### src/rtl/cas_tone_gen.sv
module cas_tone_gen #(
  parameter int CNT_W     = 8,
  parameter int CTRL_W    = 8,
  parameter int MARK_BIT  = 0,
  parameter int FORCE_BIT = 2,
  parameter int MOTOR_BIT = 3
) (
  input  logic              clk,
  input  logic              rst_n,
  input  logic              tick,
  input  logic              tx_bit,
  input  logic              ctrl_we,
  input  logic [CTRL_W-1:0] ctrl_data,
  output logic              tone_out,
  output logic              motor_on
);
  localparam int SPACE_BIT = MARK_BIT + 1;

  logic [CNT_W-1:0] cnt;
  logic [CNT_W-1:0] cnt_nx;
  logic             tx_q;
  logic             line_st;
  logic             force_mark;

  assign cnt_nx     = cnt + 1'b1;
  assign force_mark = ctrl_we && ctrl_data[FORCE_BIT];

  always_ff @(posedge clk or negedge rst_n) begin
    if (!rst_n) begin
      cnt      <= '0;
      tone_out <= 1'b1;
    end else if (tick) begin
      cnt      <= cnt_nx;
      tone_out <= ~(line_st ? cnt_nx[MARK_BIT] : cnt_nx[SPACE_BIT]);
    end
  end

  always_ff @(posedge clk or negedge rst_n) begin
    if (!rst_n) begin
      tx_q    <= 1'b1;
      line_st <= 1'b1;
    end else begin
      tx_q <= tx_bit;
      if (force_mark)
        line_st <= 1'b1;
      else if (tx_bit != tx_q)
        line_st <= tx_bit;
    end
  end

  always_ff @(posedge clk or negedge rst_n) begin
    if (!rst_n)
      motor_on <= 1'b0;
    else if (ctrl_we)
      motor_on <= ctrl_data[MOTOR_BIT];
  end
endmodule

### config.mk
export PLATFORM = sky130hd
export DESIGN_NAME = cas_tone_gen
export DESIGN_NICKNAME = d
export VERILOG_FILES = /design/src/rtl/cas_tone_gen.sv
export SDC_FILE = /design/constraint.sdc
export NUM_CORES = 1
export LEC_CHECK = 0
export ABC_CLOCK_PERIOD_IN_PS = 1570
export BUFFER_PORTS_ARGS = -buffer_cell sky130_fd_sc_hd__buf_2
export CAP_MARGIN = 40
export CORE_AREA = 4 4 41 43
export CTS_BUF_LIST = sky130_fd_sc_hd__clkbuf_8
export DETAILED_ROUTE_END_ITERATION = 16
export DIE_AREA = 0 0 45 47
export GPL_ROUTABILITY_DRIVEN = 0
export GPL_TIMING_DRIVEN = 0
export HOLD_SLACK_MARGIN = 0.06
export PLACE_DENSITY = 0.41
export RECOVER_POWER = 50
export SYNTH_ARGS = -nofsm -noshare
export SYNTH_HDL_FRONTEND = slang
export SYNTH_SLANG_ARGS = --single-unit
export TNS_END_PERCENT = 100
### constraint.sdc
create_clock -name clk -period 1.57 [get_ports clk]
set_clock_uncertainty 0.05 [all_clocks]
set_input_delay 0 -clock clk [delete_from_list [all_inputs] [get_ports clk]]
set_output_delay 0 -clock clk [all_outputs]
set_load 0.02 [all_outputs]
==> results of run 1 <==
## layout by cell type, fill, tap and decap left out
cell type	netlist	final
a21o_1	1	1
a21oi_1	1	1
buf_2	0	6
clkbuf_1	0	2
clkbuf_8	0	3
dfrtp_1	3	3
dfstp_2	3	3
dlygate4sd3_1	0	7
inv_1	1	2
maj3_2	1	1
mux2_2	1	1
nand2_1	1	1
nor2_1	2	2
xnor2_1	2	2
xor2_1	1	1
## through the flow
stage | worst slack (ns) | power, uW | util (%) | instance area, sq um | hold slack [ns]
3_5_place_dp | 0.484 | 370 | 22.2 | 289 | -0.219
3_3_place_gp | 0.484 | 364 | 22.2 | 289 | -0.225
4_1_cts | 0.131 | 630 | 31.1 | 404 | 0.0760
6_report | 0.106 | 615 | 30.9 | 402 | 0.129
2_1_floorplan | 0.504 | 329 | - | 230 | -0.346
5_1_grt | 0.0800 | 653 | 30.9 | 402 | 0.186
## power by group through the flow
| stage | logic [uW] | clock network [uW] | registers [uW] |
|---|---|---|---|
| after global routing | 147 | 251 | 255 |
| final | 134 | 234 | 248 |
| after global placement | 117 | 0 | 246 |
| after CTS | 137 | 244 | 249 |
| after floorplan | 63.0 | 0 | 266 |
| after detailed placement | 120 | 0 | 250 |
## cell families after synthesis
logic type,count (synthesis)
DFF,6
AOI/OAI and AO/OA,2
xor gates and xnor gates,3
and+or+nand+nor,3
muxes,1
buffers and inverters,1
adders and majority gates,1
## how the worst min path moves through the flow
stage,slack [ns],start,endpoint,cells after the start
finish,0.13,rst_n,cnt[1],2
floorplan,-0.35,rst_n,cnt[0],0
global placement,-0.23,rst_n,motor_on,1
detailed placement,-0.22,rst_n,motor_on,1
CTS,0.08,rst_n,cnt[1],2
global route,0.19,rst_n,cnt[1],2
## registers in the layout, summed over array words and instances (netlist names)
signal,flops
tone_out,1
line_st,1
tx_q,1
cnt,2
motor_on,1
## layout make-up
| type | instances | area (sq um) |
|---|---|---|
| multi-input cells | 10 | 72.6 |
| flip-flops and latches | 6 | 154 |
| clock inverters | 1 | 3.75 |
| inverters | 1 | 3.75 |
| repair buffers | 15 | 108 |
| well taps | 15 | 18.8 |
| fillers | 145 | 900 |
| clock buffers | 3 | 41.3 |
## layer usage
| metal | wire length, um | track usage [%] | vias up |
|---|---|---|---|
| li1 | - | - | 91 |
| met1 | 181 | 3.93 | 92 |
| met2 | 281 | 9.60 | 1 |
| met3 | 6 | 2.30 | 0 |
| met4 | 0 | 7.02 | 0 |
| met5 | 0 | 0 | - |
## worst reg2reg max path: cells and delay by family (launching register included)
family | cells | cell delay, ns
buf+inv | 1 | 0.55
flops | 1 | 0.36
mux | 1 | 0.25
==> results, run 1 <==
- The switching power share of the total is 26.1%.
- The power density normalized to cell area is 1530 nW/um^2.
- Measured against its own limit, the worst slew margin works out to 79.2%.
- After layout, the worst path uses 93.3% of the clock period.
- The horizontal die dimension is 45 um.
- The first global-routing pass estimated 759 um of wire.
- The post-route netlist has 38.9% of its cells at a drive strength greater than 1.
- The worst setup path is launched from an input port.
- The cell taking the most area after synthesis is dfstp_2.
- The iteration count of the initial detailed-routing pass is 1.
- The minimum clock period after layout is 1.46 ns.
- At the pin with the least slew margin, the transition time is 0.312 ns.
- The share of synthesized cell area in full adder, half adder and majority cells is 4.89%.
- The class of the tightest hold or removal check is in -> async.
- The highest-delay cell along the critical path is dlygate4sd3_1.
- The source of the critical timing path is ctrl_we.
- The via count of the first global-routing pass is 212.
- The initial DRC count is 0.
- The combinational power share is 21.7%.
- Hold repair after CTS inserted 7 buffers.
- The chip height is 47 um.
- The mean routed wirelength per cell is 9.20 um.
- The critical path runs through a total of 4 cells.
- The number of H-tree levels is 1.
- For this block, the routed nets add up to 469 um of wire.
- The most frequently used flop master after synthesis is dfstp_2.
- The CTS buffer count is 3.
- The mean area per synthesized cell is 13.5 sq um.
- The mux cell area share after synthesis is 4.89%.
- The CTS tree is built.
- The final routed DRC violation total is 0.
- The xor/xnor share of the synthesized area is 11.4%.
- The total grt overflow is 0.
- By area, the combinational part of the netlist is dominated by XOR/XNOR gates.
- In this run the critical register-to-register path is launched from motor_on.
- The detailed-route via count is 184.
- The final antenna diode count is 0.
- Across the run, the number of max-cap violations was 0.
- The clock share of power is 38.0%.
- Setup slack on the worst reg-to-reg path comes out at 0.23 ns.
- The number of setup buffers added after CTS is 0.
- The area of the core is 1300 sq um.
- Entering global routing, the biggest net connects 7 pins.
- The post-cts repair resize count is 0.
- Summed over all failing endpoints, the final setup total negative slack is 0 ns.
- The end point of the critical path is motor_on.
- The finished layout holds 51 standard cells, fillers aside.
- The largest stage delay on the critical path is 0.55 ns.
- The worst endpoint required time is 1.62 ns.
- The analysis attributes to cell leakage a power of 0.000182 uW.
- The number of input and output port buffers inserted is 8.
- The buffer cell driving the clock tree root is clkbuf_8.
- Once the floorplan was initialized, standard cells occupied 17.7% of the core.
- The number of max-slew violations in the final report is 0.
- The count of nets left with antenna violations once routing finished came out at 0.
- Setup repair after global routing left no endpoint under its margin.
- Measured in cells, the most critical reg-to-reg path has a length of 2.
- Counting every net in the synthesized netlist gives 30.
- STA classifies the critical path endpoint as a register.
- The kind of cell with the highest combined delay on the critical path is buffers and inverters.
- Summing the areas of all compound-gate instances in the mapped netlist gives 5.43% of the synthesized area.
- In this run the critical register-to-register path is captured at motor_on.
- From synthesis to final layout, the design area changed by 74.5%.
- The sequential power share is 40.3%.
- Counting every sink on the clock net gives 6.
- The fraction of the yosys area taken by sequential cells is 66.8%.
- The gate count after technology mapping is 17.
- The number of buffers and inverters on the critical path is 3.
- Based on the critical path, the design can be clocked at up to 683 MHz.
- The HPWL after detailed placement is 328 um.
- The number of antenna violations at the first check in global routing was 0.
- The internal portion of the total power is 454 uW.
- The worst-case IR drop observed on VDD is 587 uV.
- The switching power total is 161 uW.
- The critical path's most frequent cell is dlygate4sd3_1.
- The number of enable-type register cells in the synthesized netlist is 0.
- In the routed layout, each cell is associated on average with a via count of 3.61.
- The clock passes through at most 2 buffers.
- Data arrives at the worst endpoint at 1.51 ns.
- Synthesis inferred 6 register bits.
- The net count of the finished layout is 50.
- The die covers 2120 sq um.
- The post-synthesis simple-gate area fraction is 4.89%.
- The site row count is 13.
- After clock tree synthesis, the clock-pin slew on the worst setup and hold paths is 0.04 ns.
- The count of yosys warnings during synthesis is 0.
- Ranked by instance count, the synthesized netlist is headed by dfrtp_1 (3), dfstp_2 (3), nor2_1 (2), xnor2_1 (2).
- After synthesis, the cell types taking the most area are dfstp_2 (34%), dfrtp_1 (33%), xnor2_1 (7.6%).
- The number of distinct standard cells referenced by the synthesized netlist is 11.
- Traced cell by cell, the critical path runs through dlygate4sd3_1 > buf_2 > mux2_2 > dlygate4sd3_1.
- The netlist area before placement is 230 sq um.
- The number of hold-slack violations in the final timing report is 0.
- Of all nets on the critical path, the largest fanout is 2.
- Global routing used 5.48% of the available tracks across all layers.
- The insertion delay to the later sink of the worst-skew pair is 0.22 ns.
- The fraction of synthesis flops using an asynchronous set or reset pin is 100%.
- The critical setup path kind is in -> reg.
- Pin placement for this block handled 15 I/O pins.
- The share of the synthesized area in the top cell type is 34.2%.
- Counting tap cells, the placed design contains a total of 40 instances.
- The run finished with clean final reports.
- The setup-violating endpoint count in the final report is 0.
Note: power is estimated with default switching activity, not from simulation.
==> run 2: changes to the inputs <==
CORE_AREA = 2 2 39 41   (was 4 4 41 43)
DIE_AREA = 0 0 41 43   (was 0 0 45 47)
==> results, run 2 (same netlist as run 1, synthesis figures left out) <==
- Setup repair after global routing left no endpoint under its margin.
- The initial cell density of the core is 16.6% (-1.1 points).
- The horizontal die dimension is 41 um (-8.9%).
- The number of sinks driven by the clock tree came to 6 (unchanged).
- The number of nets with antenna violations after detailed routing is 0 (unchanged).
- The worst endpoint required time is 1.63 ns (about the same).
- The number of max-slew violations in the final report is 0 (unchanged).
- The share of final-layout standard cells stronger than drive strength 1 came to 38.9% (unchanged).
- The critical setup path kind is in -> reg.
- The critical path endpoint category is a register.
- The number of H-tree levels is 1 (unchanged).
- The ratio of routed vias to standard cells is 3.81 (+5.5%).
- The final routed DRC violation total came to 0 (unchanged).
- The sequential power share came to 40.0% (-0.3 points).
- The cell internal power dissipation came to 455 uW (+0.18%).
- The layout net count came to 50 (unchanged).
- The max-slew headroom at the worst pin is 79.3% (+0.14 points).
- The clock share of power is 38.8% (+0.8 points).
- The worst voltage drop across the vdd grid came to 694 uV (+18%).
- The initial DRC count is 1 (+1).
- The CTS buffer count was 3 (unchanged).
- The post-route total power is 625 uW (+1.6%).
- The final antenna diode count is 0 (unchanged).
- The chip height is 43 um (-8.5%).
- The via count of the first global-routing pass is 212 (unchanged).
- From synthesis to final layout, the design area changed by 75.0%.
- The ratio of final minimum period to clock period is 92.5% (-0.79 points).
- The number of input and output port buffers inserted is 8 (unchanged).
- The CTS tree is built.
- The maximum clock frequency is 689 MHz (+0.86%).
- The clock input transition at the sequential cells of the worst setup and hold paths is 0.04 ns (about the same).
- The largest net degree at the start of global routing is 7 (unchanged).
- The insertion delay to the later sink of the worst-skew pair is 0.23 ns (about the same).
- The final standard cell count with taps included and fillers excluded was 52 (+2.0%).
- The total wirelength of the detailed-routed design is 494 um (+5.3%).
- The fill cell instance count of the final layout was 143 (-1.4%).
- The slew at the pin closest to its max-slew limit is 0.310 ns (-0.00214 ns).
- The detailed-route via count is 198 (+7.6%).
- The buffer levels on the longest clock path was 2 (unchanged).
- The number of primary I/O pins is 15 (unchanged).
- The combinational power share is 21.2% (-0.5 points).
- The library cells used most frequently in the layout, excluding fill and tap cells, are dlygate4sd3_1 (7), buf_2 (6), clkbuf_8 (3), dfrtp_1 (3), dfstp_2 (3).
- The run finished with clean final reports.
- The library cell used most frequently in the layout, excluding fill and tap cells, is dlygate4sd3_1.
- The die footprint was 1760 sq um (-17%).
- The switching power share of the total is 27.2% (+1.0 points).
- The power density normalized to cell area is 1550 nW/um^2 (+1.2%).
- The iteration count of the initial detailed-routing pass is 2 (+1).
- The HPWL after detailed placement is 316 um (-3.6%).
- The smallest hold slack is 0.125 ns (-0.00430 ns).
- The number of hold-slack violations in the final timing report is 0 (unchanged).
- The number of maximum-capacitance violations came to 0 (unchanged).
- In this run the worst setup path begins at ctrl_we.
- The minimum clock period after layout came to 1.45 ns (-0.0125 ns).
- The worst-case reg-to-reg path depth is 2 (unchanged).
- The mean routed wirelength per cell came to 9.50 um (+3.3%).
- The site row count is 14 (+1).
- The total grt overflow was 0 (unchanged).
- The number of antenna violations at the first check in global routing is 0 (unchanged).
- The setup-violating endpoint count in the final report came to 0 (unchanged).
- The maximum fanout count along the critical path came to 2 (unchanged).
- The setup TNS is 0 ns (unchanged).
- STA classifies the critical path startpoint as an input port.
- The data arrival time of the worst path is 1.51 ns (about the same).
- The most flop-heavy register is cnt.
- The min-delay analysis places its worst path in the category in -> async.
- The switching power total came to 170 uW (+5.5%).
- The total instance count after detailed placement came to 41 (+2.5%).
- The buffer cell driving the clock tree root is clkbuf_8.
- The global-route wire length before repair is 821 um (+8.2%).
- The worst register-to-register path begins at motor_on.
- The area of the core is 1380 sq um (+6.3%).
- The leakage power summed over all cells is 0.000182 uW (unchanged).
- The flip-flop count of the largest register after layout is 2 (unchanged).
- The all-layer global routing usage was 8.11% (+2.6 points).
## run 2: cell counts in the layout (fill, tap and decap cells not counted)
Identical to the previous run, type by type.
## run 2: metal layers
layer	up-vias	track usage (%)	routed length (um)
li1	92	-	-
met1	92	7.64	217
met2	12	9.38	201
met3	2	9.42	63
met4	0	6.00	13
met5	-	0	0
## run 2: power groups by stage
stage          combinational (uW)  sequential [uW]  clock (uW)
5_1_grt                       147              256         267
4_1_cts                       135              251         249
6_report                      133              250         242
2_1_floorplan                63.0              266           0
3_5_place_dp                  119              249           0
3_3_place_gp                  115              247           0
## run 2: what timing repair did
action,4_1_cts,5_1_grt
endpoints found under the hold margin,12,0
buffers inserted,0,0
gates resized for setup,0,0
hold buffers,7,0
## run 2: path summary, 6_finish.rpt
path                                 end  slack, ns
worst max-delay path            motor_on       0.12
worst min-delay path            motor_on       0.12
worst max register to register  motor_on       0.23
worst min register to register    cnt[1]       0.43
max in group asynchronous           tx_q       1.06
min in group clk                    tx_q       0.39
## run 2: cell type report
type / count / area [sq um] / area share (%)
Multi-Input combinational cell: 10 / 72.6 / 18.0
Tap cell: 16 / 20.0 / 4.97
Sequential cell: 6 / 154 / 38.2
Inverter: 1 / 3.75 / 0.932
Timing Repair Buffer: 15 / 108 / 26.7
Clock buffer: 3 / 41.3 / 10.2
Clock inverter: 1 / 3.75 / 0.932
## run 2: worst max-delay path, cell delays in order
cell and delay (ns):
dlygate4sd3_1 0.53, buf_2 0.11, mux2_2 0.32, dlygate4sd3_1 0.55
## run 2: through the flow
stage	utilization (%)	area, sq um	setup slack [ns]
floorplan	-	230	0.504
global placement	21.0	290	0.492
detailed placement	21.0	290	0.482
CTS	29.3	405	0.134
global route	29.1	403	0.0736
finish	29.1	403	0.118
==> run 3: changes to the inputs <==
REMOVE_ABC_BUFFERS = 1   (was unset)
SETUP_SLACK_MARGIN = 0.5   (was unset)
==> results, run 3 (same netlist as run 1, synthesis figures left out) <==
- The post-route total power is 621 uW (-0.59%).
- The chip height is 43 um (unchanged).
- The critical setup path kind is reg -> reg.
- Leaving out fill and tap cells, the most frequent cells in the layout are dlygate4sd3_1 (6), buf_2 (6), clkbuf_8 (3), dfrtp_1 (3), dfstp_2 (3).
- The number of nets with antenna violations after detailed routing is 0 (unchanged).
- Setup repair after global routing could not meet its margin everywhere.
- The post-cts repair resize count is 0 (unchanged).
- The post-CTS setup buffer count is 0 (unchanged).
- The CTS tree is built.
- The max-slew headroom at the worst pin was 79.3% (about the same).
- The total wirelength of the detailed-routed design is 488 um (-1.2%).
- The buffer levels on the longest clock path is 2 (unchanged).
- The number of primary I/O pins is 15 (unchanged).
- The setup TNS came to 0 ns (unchanged).
- The global routing stage identified its most utilized layer as met3.
- The iteration count of the initial detailed-routing pass is 2 (unchanged).
- The final routed DRC violation total is 0 (unchanged).
- The clock input transition at the sequential cells of the worst setup and hold paths is 0.04 ns (about the same).
- The number of maximum-capacitance violations is 0 (unchanged).
- The data arrival time of the worst path was 1.20 ns (-0.31 ns).
- The worst endpoint required time is 1.67 ns (+0.04 ns).
- The pre-CTS setup slack was 0.482 ns (unchanged).
- The number of hold-slack violations in the final timing report is 0 (unchanged).
- The slack of the critical path is 0.478 ns (+0.360 ns).
- The worst-case reg-to-reg path depth was 3 (+1).
- The area of the core is 1380 sq um (unchanged).
- The all-layer global routing usage came to 8.01% (-0.10 points).
- The mean routed wirelength per cell is 9.57 um (+0.72%).
- The horizontal die dimension is 41 um (unchanged).
- The layout net count is 49 (-2.0%).
- The final antenna diode count came to 0 (unchanged).
- The die footprint is 1760 sq um (unchanged).
- The startpoint kind of the worst setup timing path is a register.
- The ratio of routed vias to standard cells was 3.80 (about the same).
- The total grt overflow is 0 (unchanged).
- The number of sinks driven by the clock tree is 6 (unchanged).
- The post-route cell area is 393 sq um (-2.5%).
- The number of antenna violations at the first check in global routing is 0 (unchanged).
- The insertion delay to the later sink of the worst-skew pair was 0.23 ns (about the same).
- The flip-flop count of the largest register after layout came to 2 (unchanged).
- The slew at the pin closest to its max-slew limit came to 0.310 ns (-0.00000656 ns).
- The buffer cell driving the clock tree root is clkbuf_8.
- The CTS buffer count was 3 (unchanged).
- The met3 usage in global routing came to 9.42% (unchanged).
- The site row count is 14 (unchanged).
- The area after detailed placement came to 290 sq um (unchanged).
- The number of max-slew violations in the final report was 0 (unchanged).
- The minimum clock period after layout is 1.09 ns (-0.360 ns).
- The worst setup path is captured at a register.
- The initial cell density of the core came to 16.6% (unchanged).
- The detailed-route via count is 194 (-2.0%).
- The via count of the first global-routing pass is 209 (-1.4%).
- The HPWL after detailed placement was 316 um (unchanged).
- The largest net degree at the start of global routing is 7 (unchanged).
- The power density normalized to cell area is 1580 nW/um^2 (+1.9%).
- More flip-flops sit in one register than any other, and that register is cnt.
- The fill cell instance count of the final layout came to 144 (+0.70%).
- The area added between synthesis and finish is 70.7%.
- The global-route met2 utilization was 9.38% (unchanged).
- The setup-violating endpoint count in the final report is 0 (unchanged).
- The share of final-layout standard cells stronger than drive strength 1 is 40.0% (+1.1 points).
- The leakage power summed over all cells was 0.000177 uW (-2.3%).
- The fraction of met1 tracks used by global routing is 7.31% (-0.33 points).
- The number of input and output port buffers inserted came to 8 (unchanged).
- The class of the tightest hold or removal check is in -> async.
- The worst voltage drop across the vdd grid is 694 uV (about the same).
- The final core utilization is 28.4% (-0.72 points).
- The global-route wire length before repair is 807 um (-1.7%).
- The ratio of final minimum period to clock period was 69.5% (-23 points).
- The run finished with clean final reports.
- The maximum clock frequency was 916 MHz (+33%).
- The number of H-tree levels is 1 (unchanged).
- The maximum fanout count along the critical path is 1 (-1).
- The initial DRC count was 1 (unchanged).
run 3: changes by cell type in the layout (fill, tap and decap cells not counted), sizes merged:
cell | before | now
dlygate4sd3 | 7 | 6
run 3: cell type report:
class	count	area, sq um	share of cell area [%]
clock buffers	3	41.3	10.5
clock inverters	1	3.75	0.955
inverters	1	3.75	0.955
multi-input cells	10	72.6	18.5
flip-flops and latches	6	154	39.2
well taps	16	20.0	5.10
repair buffers	14	97.6	24.8
run 3: per-stage QoR:
step | std cells | hold slack, ns
floorplan | 17 | -0.346
global placement | 41 | -0.230
detailed placement | 41 | -0.221
CTS | 51 | 0.0769
global route | 51 | 0.184
finish | 51 | 0.125
run 3: worst paths after layout:
| check | slack (ns) | from | to |
|---|---|---|---|
| max in group asynchronous | 1.06 | rst_n | tx_q |
| max reg2reg | 0.48 | tx_q | line_st |
| min reg2reg | 0.43 | cnt[1] | cnt[1] |
| min in group clk | 0.39 | tx_bit | tx_q |
| max | 0.48 | tx_q | line_st |
| min | 0.12 | rst_n | motor_on |
run 3: what timing repair did:
| action | in CTS | in global routing |
|---|---|---|
| hold buffers | 6 | 0 |
| endpoints found under the hold margin | 12 | 0 |
| endpoints found under the setup margin | 1 | 1 |
run 3: critical path: stages (launching register included):
cell	delay [ns]
dfstp_2	0.50
inv_1	0.04
maj3_2	0.28
a21o_1	0.15
run 3: metal layers:
metal,vias to the layer above,share of wire (%)
li1,90,-
met1,90,44
met2,12,40
met3,2,13
met4,0,2.7
met5,-,0
run 3: power breakdown:
part	internal [uW]	switching [uW]	total (uW)
combinational	68.8	60.3	129
clock	169	73.8	242
sequential	215	35.1	250
total	452	169	621
